$ cat config.mk
export PLATFORM = sky130hd
export DESIGN_NAME = rst_cause_flags
export DESIGN_NICKNAME = d
export VERILOG_FILES = /design/src/rtl/rcf_pkg.sv /design/src/rtl/rcf_flag_bank.sv /design/src/rtl/rcf_soft_reset.sv /design/src/rtl/rcf_cause_decode.sv /design/src/rtl/rst_cause_flags.sv
export SDC_FILE = /design/constraint.sdc
export NUM_CORES = 1
export LEC_CHECK = 0
export ABC_AREA = 1
export ABC_CLOCK_PERIOD_IN_PS = 1600
export CORE_AREA = 10 10 73 75
export DETAILED_ROUTE_END_ITERATION = 8
export DIE_AREA = 0 0 83 85
export PLACE_DENSITY = 0.84
export SETUP_SLACK_MARGIN = 0.05
export SLEW_MARGIN = 40
export SYNTH_ARGS = -nofsm -noshare
export SYNTH_HDL_FRONTEND = slang
export SYNTH_SLANG_ARGS = --single-unit
$ cat constraint.sdc
create_clock -name clk_i -period 1.6 [get_ports clk_i]
set_input_delay 0.16 -clock clk_i [delete_from_list [all_inputs] [get_ports clk_i]]
set_output_delay 0.16 -clock clk_i [all_outputs]
set_load 0.01 [all_outputs]
$ cat src/rtl/rcf_pkg.sv
package rcf_pkg;
  localparam int unsigned FLAG_W     = 16;
  localparam int unsigned IDX_W      = $clog2(FLAG_W);
  localparam logic [FLAG_W-1:0] VALID_MASK = 16'h7BDF;
  localparam int unsigned BIT_POR    = 0;
  localparam int unsigned BIT_SWRST  = 6;
  localparam int unsigned NUM_PRIO   = 10;

  typedef enum logic [2:0] {
    CAUSE_UNKNOWN   = 3'd0,
    CAUSE_POWER_ON  = 3'd1,
    CAUSE_BROWN_OUT = 3'd2,
    CAUSE_WAKEUP    = 3'd3,
    CAUSE_RESET     = 3'd4,
    CAUSE_WATCHDOG  = 3'd5,
    CAUSE_EXT_PIN   = 3'd6
  } cause_e;

  // index 0 is the highest priority
  localparam logic [IDX_W-1:0] PRIO_BIT [NUM_PRIO] = '{
    4'd0, 4'd1, 4'd11, 4'd12, 4'd6, 4'd13, 4'd14, 4'd8, 4'd9, 4'd2};
  localparam cause_e PRIO_CAUSE [NUM_PRIO] = '{
    CAUSE_POWER_ON, CAUSE_BROWN_OUT, CAUSE_WAKEUP, CAUSE_WAKEUP, CAUSE_RESET,
    CAUSE_RESET, CAUSE_RESET, CAUSE_WATCHDOG, CAUSE_WATCHDOG, CAUSE_EXT_PIN};
  localparam logic [1:0] PRIO_INST [NUM_PRIO] = '{
    2'd0, 2'd0, 2'd0, 2'd1, 2'd2, 2'd0, 2'd1, 2'd0, 2'd1, 2'd1};
endpackage

$ cat src/rtl/rcf_flag_bank.sv
module rcf_flag_bank
  import rcf_pkg::*;
(
  input  logic              clk_i,
  input  logic              rst_ni,
  input  logic [FLAG_W-1:0] evt_i,
  input  logic              clr_we_i,
  input  logic [FLAG_W-1:0] clr_mask_i,
  input  logic              sw_set_i,
  output logic [FLAG_W-1:0] flags_o
);
  logic unused_rsvd;
  assign unused_rsvd = ^((evt_i | clr_mask_i) & ~VALID_MASK);

  for (genvar b = 0; b < FLAG_W; b++) begin : g_bit
    if (VALID_MASK[b]) begin : g_used
      logic set_now;
      assign set_now = evt_i[b] | (sw_set_i & (b == BIT_SWRST));
      always_ff @(posedge clk_i or negedge rst_ni) begin
        if (!rst_ni)                       flags_o[b] <= 1'b0;
        else if (evt_i[BIT_POR])           flags_o[b] <= (b == BIT_POR);
        else if (set_now)                  flags_o[b] <= 1'b1;
        else if (clr_we_i && clr_mask_i[b]) flags_o[b] <= 1'b0;
      end
    end else begin : g_rsvd
      assign flags_o[b] = 1'b0;
    end
  end
endmodule

$ cat src/rtl/rcf_soft_reset.sv
module rcf_soft_reset #(
  parameter int unsigned PULSE_LEN = 8,
  localparam int unsigned CNT_W = (PULSE_LEN > 1) ? $clog2(PULSE_LEN) : 1
) (
  input  logic clk_i,
  input  logic rst_ni,
  input  logic req_i,
  output logic accept_o,
  output logic active_o
);
  logic [CNT_W-1:0] cnt_q;

  assign accept_o = req_i & ~active_o;

  always_ff @(posedge clk_i or negedge rst_ni) begin
    if (!rst_ni) begin
      active_o <= 1'b0;
      cnt_q    <= '0;
    end else if (active_o) begin
      if (cnt_q == '0) active_o <= 1'b0;
      else             cnt_q    <= cnt_q - 1'b1;
    end else if (accept_o) begin
      active_o <= 1'b1;
      cnt_q    <= CNT_W'(PULSE_LEN - 1);
    end
  end
endmodule

$ cat src/rtl/rcf_cause_decode.sv
module rcf_cause_decode
  import rcf_pkg::*;
(
  input  logic [FLAG_W-1:0] flags_i,
  output cause_e            cause_o,
  output logic [1:0]        inst_o
);
  always_comb begin
    cause_o = CAUSE_UNKNOWN;
    inst_o  = 2'd0;
    // walk from lowest priority up so the highest set entry wins
    for (int i = NUM_PRIO - 1; i >= 0; i--) begin
      if (flags_i[PRIO_BIT[i]]) begin
        cause_o = PRIO_CAUSE[i];
        inst_o  = PRIO_INST[i];
      end
    end
  end
endmodule

$ cat src/rtl/rst_cause_flags.sv
module rst_cause_flags
  import rcf_pkg::*;
#(
  parameter int unsigned ADDR_W    = 12,
  parameter int unsigned DATA_W    = 32,
  parameter int unsigned PULSE_LEN = 8,
  parameter logic [ADDR_W-1:0] CTRL_OFF = 'h404,
  parameter logic [ADDR_W-1:0] FLAG_OFF = 'h408
) (
  input  logic              clk_i,
  input  logic              rst_ni,
  input  logic [FLAG_W-1:0] rst_evt_i,
  input  logic [ADDR_W-1:0] reg_addr_i,
  input  logic              reg_we_i,
  input  logic [DATA_W-1:0] reg_wdata_i,
  output logic [DATA_W-1:0] reg_rdata_o,
  output logic              sys_rst_o,
  output logic [2:0]        cause_o,
  output logic [1:0]        cause_inst_o
);
  logic [FLAG_W-1:0] flags;
  logic              clr_we, req, sw_accept, sw_active;
  cause_e            cause;
  logic              unused_wdata;

  assign unused_wdata = ^reg_wdata_i[DATA_W-1:FLAG_W];
  assign clr_we = reg_we_i && (reg_addr_i == FLAG_OFF);
  assign req    = reg_we_i && (reg_addr_i == CTRL_OFF) && reg_wdata_i[0];

  rcf_flag_bank u_flags (
    .clk_i      (clk_i),
    .rst_ni     (rst_ni),
    .evt_i      (rst_evt_i),
    .clr_we_i   (clr_we),
    .clr_mask_i (reg_wdata_i[FLAG_W-1:0]),
    .sw_set_i   (sw_accept),
    .flags_o    (flags)
  );

  rcf_soft_reset #(.PULSE_LEN(PULSE_LEN)) u_swrst (
    .clk_i    (clk_i),
    .rst_ni   (rst_ni),
    .req_i    (req),
    .accept_o (sw_accept),
    .active_o (sw_active)
  );

  rcf_cause_decode u_dec (
    .flags_i (flags),
    .cause_o (cause),
    .inst_o  (cause_inst_o)
  );

  assign cause_o   = cause;
  assign sys_rst_o = sw_active;

  always_comb begin
    reg_rdata_o = '0;
    if (reg_addr_i == FLAG_OFF)      reg_rdata_o[FLAG_W-1:0] = flags;
    else if (reg_addr_i == CTRL_OFF) reg_rdata_o[0]          = sw_active;
  end
endmodule

==> flow_metrics.env, run 1 <==
export IMPL_outcome="completed"
export IMPL_globalRoute_busiestLayer="met2"
export IMPL_place_worst_setup_slack_ns=-0.3888
export IMPL_remaining_drc_errors=0
export IMPL_p_per_area_mw_per_mm2=526.6
export IMPL_main_area_contributors_after_synthesis="dfrtp_1 34%, buf_4 12%, inv_1 11%, nand2_1 7.4%, nand4_1 6.9%"
export IMPL_numClockSinks=17
export IMPL_sequential_standard_cell_area_um2=425.4
export IMPL_cts_made_buffers=3
export IMPL_area_post_placement_mm2=0.001939
export IMPL_hp_class="in -> async"
export IMPL_met1_usage_pct=11.57
export IMPL_yosys_cell_count_top_type="inv_1"
export IMPL_std_cell_rows=23
export IMPL_clock_latency_ns=0.26
export IMPL_detailed_place_hpwl_um=3340
export IMPL_maxSlewViolCount=0
export IMPL_grt_antenna_before_repair=0
export IMPL_yosys_area_share_simple_pct=26.81
export IMPL_drtPass1Iterations=4
export IMPL_rsz0062_at_grt="yes"
export IMPL_cts_htree_levels=1
export IMPL_cp_launch_type="flop"
export IMPL_die_w_um=83
export IMPL_drive_gt1_share_pct=24.51
export IMPL_max_clock_path_buffers=2
export IMPL_finalHoldViolations=0
export IMPL_synth_fa_ha_area_share_pct=1.978
export IMPL_grtUsageTotal_pct=11.12
export IMPL_synth_async_sr_flop_share_pct=100.0
export IMPL_layout_filler_cells=385
export IMPL_cellLeakagePower_nw=1.057
export IMPL_met3_usage_pct=3.920
export IMPL_syn_instance_count=177
export IMPL_diodes=0
export IMPL_via_per_inst=4.274
export IMPL_synth_warning_count=0
export IMPL_globalRoute_totalOverflow=0
export IMPL_io_pins=101
export IMPL_yosysTopAreaCellShare_pct=33.63
export IMPL_drv_max_cap_violation_count=0
export IMPL_post_syn_area_mm2=0.001265
export IMPL_critical_path_peak_fanout=3
export IMPL_layout_nets=319
export IMPL_multiplexer_share_of_the_synthesized_area_pct=0
export IMPL_route_detailed_wl_per_inst_um=13.52
export IMPL_initial_standard_cell_utilization_of_the_core_pct=32.32
export IMPL_tritoncts="built"
export IMPL_ctsRootBufferMaster="clkbuf_8"
export IMPL_multi_input_area_um2=634.4
export IMPL_cp_slowest_cell="dfrtp_1"
export IMPL_max_slew_worst_pin_slew_ns=0.5450
export IMPL_dominantRegCellSynth="dfrtp_1"
export IMPL_vdd_drop_max_mv=0.3770
export IMPL_globalRouteMet2Util_pct=20.15
export IMPL_placeableCoreArea_mm2=0.003914
export IMPL_skew_ns=0.002338
export IMPL_synth_area_leader_cell="dfrtp_1"
export IMPL_max_slew_margin_rel_pct=63.55
export IMPL_worst_endpoint_required_ns=1.44
export IMPL_number_of_synthesized_flops_with_an_enable_pin=0
export IMPL_timing_final_crit_period_ns=1.480
export IMPL_chipHeight_um=85
export IMPL_area_growth_pct=57.96
export IMPL_synth_compound_area_share_pct=10.98
export IMPL_wl_um=4096
export IMPL_worst_ep_arrival_time_ns=1.32
export IMPL_dr_total_vias=1295
export IMPL_setup_worst_path_end_class="primary output"
export IMPL_die_area_mm2=0.007055
export IMPL_layout_cell_area_non_filler_mm2=0.001998
export IMPL_final_setup_slack_of_the_worst_path_ns=0.1203
export IMPL_syn_avg_cell_area_um2=7.147
export IMPL_crit_share_post_route_pct=92.48
export IMPL_synth_seq_cells=17
export IMPL_pin_count_of_the_biggest_net_entering_global_routing=18
export IMPL_yosys_top_cells_count="38 x inv_1, 25 x nand2_1, 20 x buf_4, 17 x dfrtp_1, 17 x nor2_1"
export IMPL_cts_hold_buf=0
export IMPL_cp_slowest_stage_delay_ns=0.39
export IMPL_parity_gate_share_of_the_synthesized_area_counting_xor_and_xnor_cells_pct=0.6924
export IMPL_setup_viol_count_final=0
export IMPL_clk_pin_slew_worst_paths_ns=0.07
export IMPL_port_buffers=59
export IMPL_synth_cell_types=27
export IMPL_synth_seq_area_share_pct=33.63
export IMPL_global_route_wire_length_before_repair_um=6575
export IMPL_final_antenna_net_count=0
export IMPL_fmax_mhz=675.8
export IMPL_drt_iter0_markers=53
export IMPL_grt_pass1_vias=1323
export IMPL_place_gp_congestion=0.8065
export IMPL_largest_family_of_logic_cells_by_synthesized_area="simple AND/OR/NAND/NOR gates"
export IMPL_timing_setup_critical_path_class="reg -> out"
export IMPL_critical_path_cell_chain="nor3_2 -> buf_4 -> nand4_1 -> a31oi_1 -> buf_2"
-- sequential cells by signal (all words and copies together), names as in the netlist --
| register | flops |
|---|---|
| u_flags.flags_o | 13 |
| u_swrst.active_o | 1 |
| u_swrst.cnt_q | 3 |
-- power breakdown --
group / leakage [nW] / switching, W / internal (W)
sequential: 0.215 / 0.0000164 / 0.000451
clock: 0.0228 / 0.000153 / 0.000177
combinational: 0.819 / 0.000117 / 0.000139
-- cells in the final DEF (no fill, tap or decap), types with 3 or more instances in the layout --
master,netlist,layout
nor2_2,3,10
conb_1,1,19
o21ai_2,2,3
nand4_1,14,14
dfrtp_1,17,17
nand2_1,25,25
clkdlybuf4s50_1,0,36
o21ai_1,2,4
a21oi_1,12,12
nor2_1,17,9
inv_1,38,38
buf_2,1,14
dlymetal6s2s_1,0,5
buf_4,20,15
clkbuf_8,0,3
buf_6,2,5
-- path summary, 6_finish.rpt --
kind / from / to / slack (ns) / cells after the start
min: rst_ni / u_flags.flags_o[9] / 0.23 / 2
min in group clk_i: rst_evt_i[7] / u_flags.flags_o[7] / 0.44 / 3
max in group asynchronous: rst_ni / u_swrst.cnt_q[0] / 1.17 / 2
max: u_flags.flags_o[6] / cause_o[1] / 0.12 / 5
min reg2reg: u_flags.flags_o[7] / u_flags.flags_o[7] / 0.53 / 2
max reg2reg: u_swrst.active_o / u_swrst.cnt_q[1] / 0.45 / 5
-- logic make-up after synthesis --
family / Yosys count
buffers and inverters: 62
flip-flops: 17
AND/OR/NAND/NOR: 70
other: 1
AO/OA/AOI/OAI: 24
XOR/XNOR: 1
adder cells (fa/ha/maj): 2
-- metrics by stage --
| step | setup TNS (ns) | hold WS, ns | util, % | power, W | std cells |
|---|---|---|---|---|---|
| floorplan | 0 | -0.1356 | - | 0.0005955 | 195 |
| global placement | -4.583 | 0.5059 | 49.55 | 0.0007117 | 298 |
| detailed placement | -4.999 | 0.5111 | 49.55 | 0.0007169 | 298 |
| CTS | -0.07012 | 0.2325 | 50.26 | 0.001053 | 303 |
| global route | 0 | 0.2733 | 51.05 | 0.001105 | 303 |
| finish | 0 | 0.2284 | 51.05 | 0.001052 | 303 |
-- repair_timing --
| item | in CTS | in global routing |
|---|---|---|
| cloned | 0 | 0 |
| pin swaps | 1 | 10 |
| setup endpoints to repair | 18 | 19 |
| resized for setup | 69 | 27 |
| buffers inserted | 1 | 0 |
-- worst max-delay path: cells and delay by family, from the launching register on --
family	cells	cell delay (ns)
DFF	1	0.39
buffers and inverters	2	0.30
and+or+nand+nor	2	0.24
AOI/OAI and AO/OA	1	0.13
-- per-layer routing --
metal / up-vias / wire [µm]
met5: - / 0
met4: 0 / 80
met3: 7 / 281
met2: 36 / 2204
met1: 582 / 1529
li1: 670 / -
-- area by class of cell --
cell class,count,share of cell area [%]
repair buffers,78,34.44
multi-input cells,116,31.75
flip-flops and latches,17,21.29
inverters,38,7.138
well taps,50,3.131
clock buffers,4,2.254
No activity file was read; power rests on OpenSTA's default activity.
==> run 2, diff against run 1 <==
- SKIP_LAST_GASP: default -> 1
==> flow_metrics.env, run 2 (synthesis results as in run 1) <==
export IMPL_outcome="completed"
export IMPL_max_slew_margin_rel_pct=63.82
export IMPL_timing_setup_critical_path_class="in -> out"
export IMPL_placeableCoreArea_mm2=0.003914
export IMPL_layout_commonest_cell="inv_1"
export IMPL_globalRoute_totalOverflow=0
export IMPL_wl_um=4085
export IMPL_skew_ns=0.002364
export IMPL_worst_endpoint_required_ns=1.44
export IMPL_worst_ep_arrival_time_ns=1.32
export IMPL_cts_hold_buf=0
export IMPL_drt_iter0_markers=56
export IMPL_largest_register="u_flags.flags_o"
export IMPL_power_after_layout_w=0.001052
export IMPL_die_w_um=83
export IMPL_layout_filler_cells=385
export IMPL_io_pins=101
export IMPL_final_cell_mix="38 x inv_1, 36 x clkdlybuf4s50_1, 25 x nand2_1, 19 x conb_1, 17 x dfrtp_1"
export IMPL_power_switching_w=0.0002858
export IMPL_place_gp_congestion=0.8065
export IMPL_setup_viol_count_final=0
export IMPL_clk_pin_slew_worst_paths_ns=0.07
export IMPL_rr_startpoint="u_swrst.cnt_q[0]"
export IMPL_clock_power_share_pct=31.3
export IMPL_regToRegSetupSlack_ns=0.45
export IMPL_cts_htree_levels=1
export IMPL_numClockSinks=17
export IMPL_crit_share_post_route_pct=92.70
export IMPL_hp_class="in -> async"
export IMPL_pin_count_of_the_biggest_net_entering_global_routing=18
export IMPL_max_slew_worst_pin_slew_ns=0.5409
export IMPL_cellLeakagePower_nw=1.057
export IMPL_fmax_mhz=674.2
export IMPL_initial_standard_cell_utilization_of_the_core_pct=32.32
export IMPL_setup_worst_path_end_class="primary output"
export IMPL_numPlacedInstances=298
export IMPL_ctsRootBufferMaster="clkbuf_8"
export IMPL_reg_top3="u_flags.flags_o (13), u_swrst.cnt_q (3), u_swrst.active_o (1)"
export IMPL_drtPass1Iterations=4
export IMPL_p_per_area_mw_per_mm2=526.5
export IMPL_drive_gt1_share_pct=24.51
export IMPL_critical_path_peak_fanout=2
export IMPL_final_antenna_net_count=0
export IMPL_switching_share_pct=27.17
export IMPL_die_area_mm2=0.007055
export IMPL_worst_r2r_cell_count=7
export IMPL_rsz0062_at_grt="yes"
export IMPL_finalNonFillerCells=303
export IMPL_grtUsageTotal_pct=11.10
export IMPL_share_seq_of_total_power_pct=44.4
export IMPL_timing_final_crit_period_ns=1.483
export IMPL_maxSlewViolCount=0
export IMPL_global_route_wire_length_before_repair_um=6561
export IMPL_via_per_inst=4.277
export IMPL_regToRegEndpoint="u_swrst.cnt_q[2]"
export IMPL_layout_nets=319
export IMPL_largest_reg_flops=13
export IMPL_chipHeight_um=85
export IMPL_vdd_drop_max_mv=0.3770
export IMPL_clock_latency_ns=0.26
export IMPL_share_of_power_burned_in_combinational_logic_pct=24.3
export IMPL_area_growth_pct=57.96
export IMPL_port_buffers=59
export IMPL_tritoncts="built"
export IMPL_finalHoldViolations=0
export IMPL_grt_antenna_before_repair=0
export IMPL_p_int_w=0.0007662
export IMPL_remaining_drc_errors=0
export IMPL_drv_max_cap_violation_count=0
export IMPL_std_cell_rows=23
export IMPL_cp_launch_type="input port"
export IMPL_max_clock_path_buffers=2
export IMPL_detailed_place_hpwl_um=3340
export IMPL_route_detailed_wl_per_inst_um=13.48
export IMPL_dr_total_vias=1296
export IMPL_cts_made_buffers=3
export IMPL_diodes=0
export IMPL_grt_pass1_vias=1323
==> run 2: cell counts in the layout (fill, tap and decap cells not counted) <==
No cell type changed its count.
==> run 2: critical path, stage by stage <==
cell and delay [ns]:
clkdlybuf4s50_1 0.46, inv_1 0.04, nand2_1 0.10, nor2_4 0.06, buf_6 0.11, inv_1 0.04
nand4_1 0.07, o21ai_1 0.10, buf_2 0.16
==> run 2: through the flow <==
stage | area [µm²] | TNS (ns) | hold slack [ns] | setup WS (ns) | utilization [%]
after floorplan | 1333 | 0 | -0.1356 | 0.4782 | -
after global placement | 1939 | -4.583 | 0.5059 | -0.3822 | 49.55
after detailed placement | 1939 | -4.999 | 0.5111 | -0.3888 | 49.55
after CTS | 1971 | -0.1704 | 0.2325 | -0.1003 | 50.35
after global routing | 1998 | 0 | 0.2733 | 0.04381 | 51.05
final | 1998 | 0 | 0.2282 | 0.1169 | 51.05
==> run 2: metal layers <==
| layer | up-vias | track usage (%) | share of wire (%) |
|---|---|---|---|
| met5 | - | 0 | 0 |
| met4 | 0 | 4.025 | 2.0 |
| met3 | 7 | 3.920 | 6.9 |
| met2 | 36 | 20.15 | 54 |
| met1 | 583 | 11.52 | 37 |
| li1 | 670 | - | - |
==> run 2: power groups by stage <==
| stage | logic [W] | registers [W] | clock network, W |
|---|---|---|---|
| final | 0.000255 | 0.000467 | 0.000329 |
| after global routing | 0.000282 | 0.000470 | 0.000352 |
| after CTS | 0.000249 | 0.000467 | 0.000338 |
| after detailed placement | 0.000244 | 0.000473 | 0 |
| after global placement | 0.000240 | 0.000472 | 0 |
| after floorplan | 0.000126 | 0.000470 | 0 |
==> run 2: final cells by class <==
class | instances | area (µm²) | share of cell area, %
tap | 50 | 62.56 | 3.131
multi-input combinational | 116 | 634.4 | 31.75
sequential | 17 | 425.4 | 21.29
clock buffer | 4 | 45.04 | 2.254
timing repair buffer | 78 | 688.2 | 34.44
inverter | 38 | 142.6 | 7.138
==> run 2: what timing repair did <==
| item | CTS | global route |
|---|---|---|
| setup buffers | 1 | 0 |
| resized for setup | 66 | 30 |
| pin swaps | 1 | 8 |
| endpoints found under the setup margin | 18 | 19 |
==> run 2: worst max-delay path by stage <==
| stage | start | endpoint | slack, ns | depth (start not counted) |
|---|---|---|---|---|
| floorplan | u_flags.flags_o[14] | cause_o[1] | 0.48 | 3 |
| global placement | reg_addr_i[10] | reg_rdata_o[13] | -0.38 | 9 |
| detailed placement | reg_addr_i[10] | reg_rdata_o[13] | -0.39 | 9 |
| CTS | reg_addr_i[10] | reg_rdata_o[13] | -0.10 | 9 |
| global route | reg_addr_i[1] | reg_rdata_o[0] | 0.04 | 9 |
| finish | reg_addr_i[1] | reg_rdata_o[0] | 0.12 | 9 |
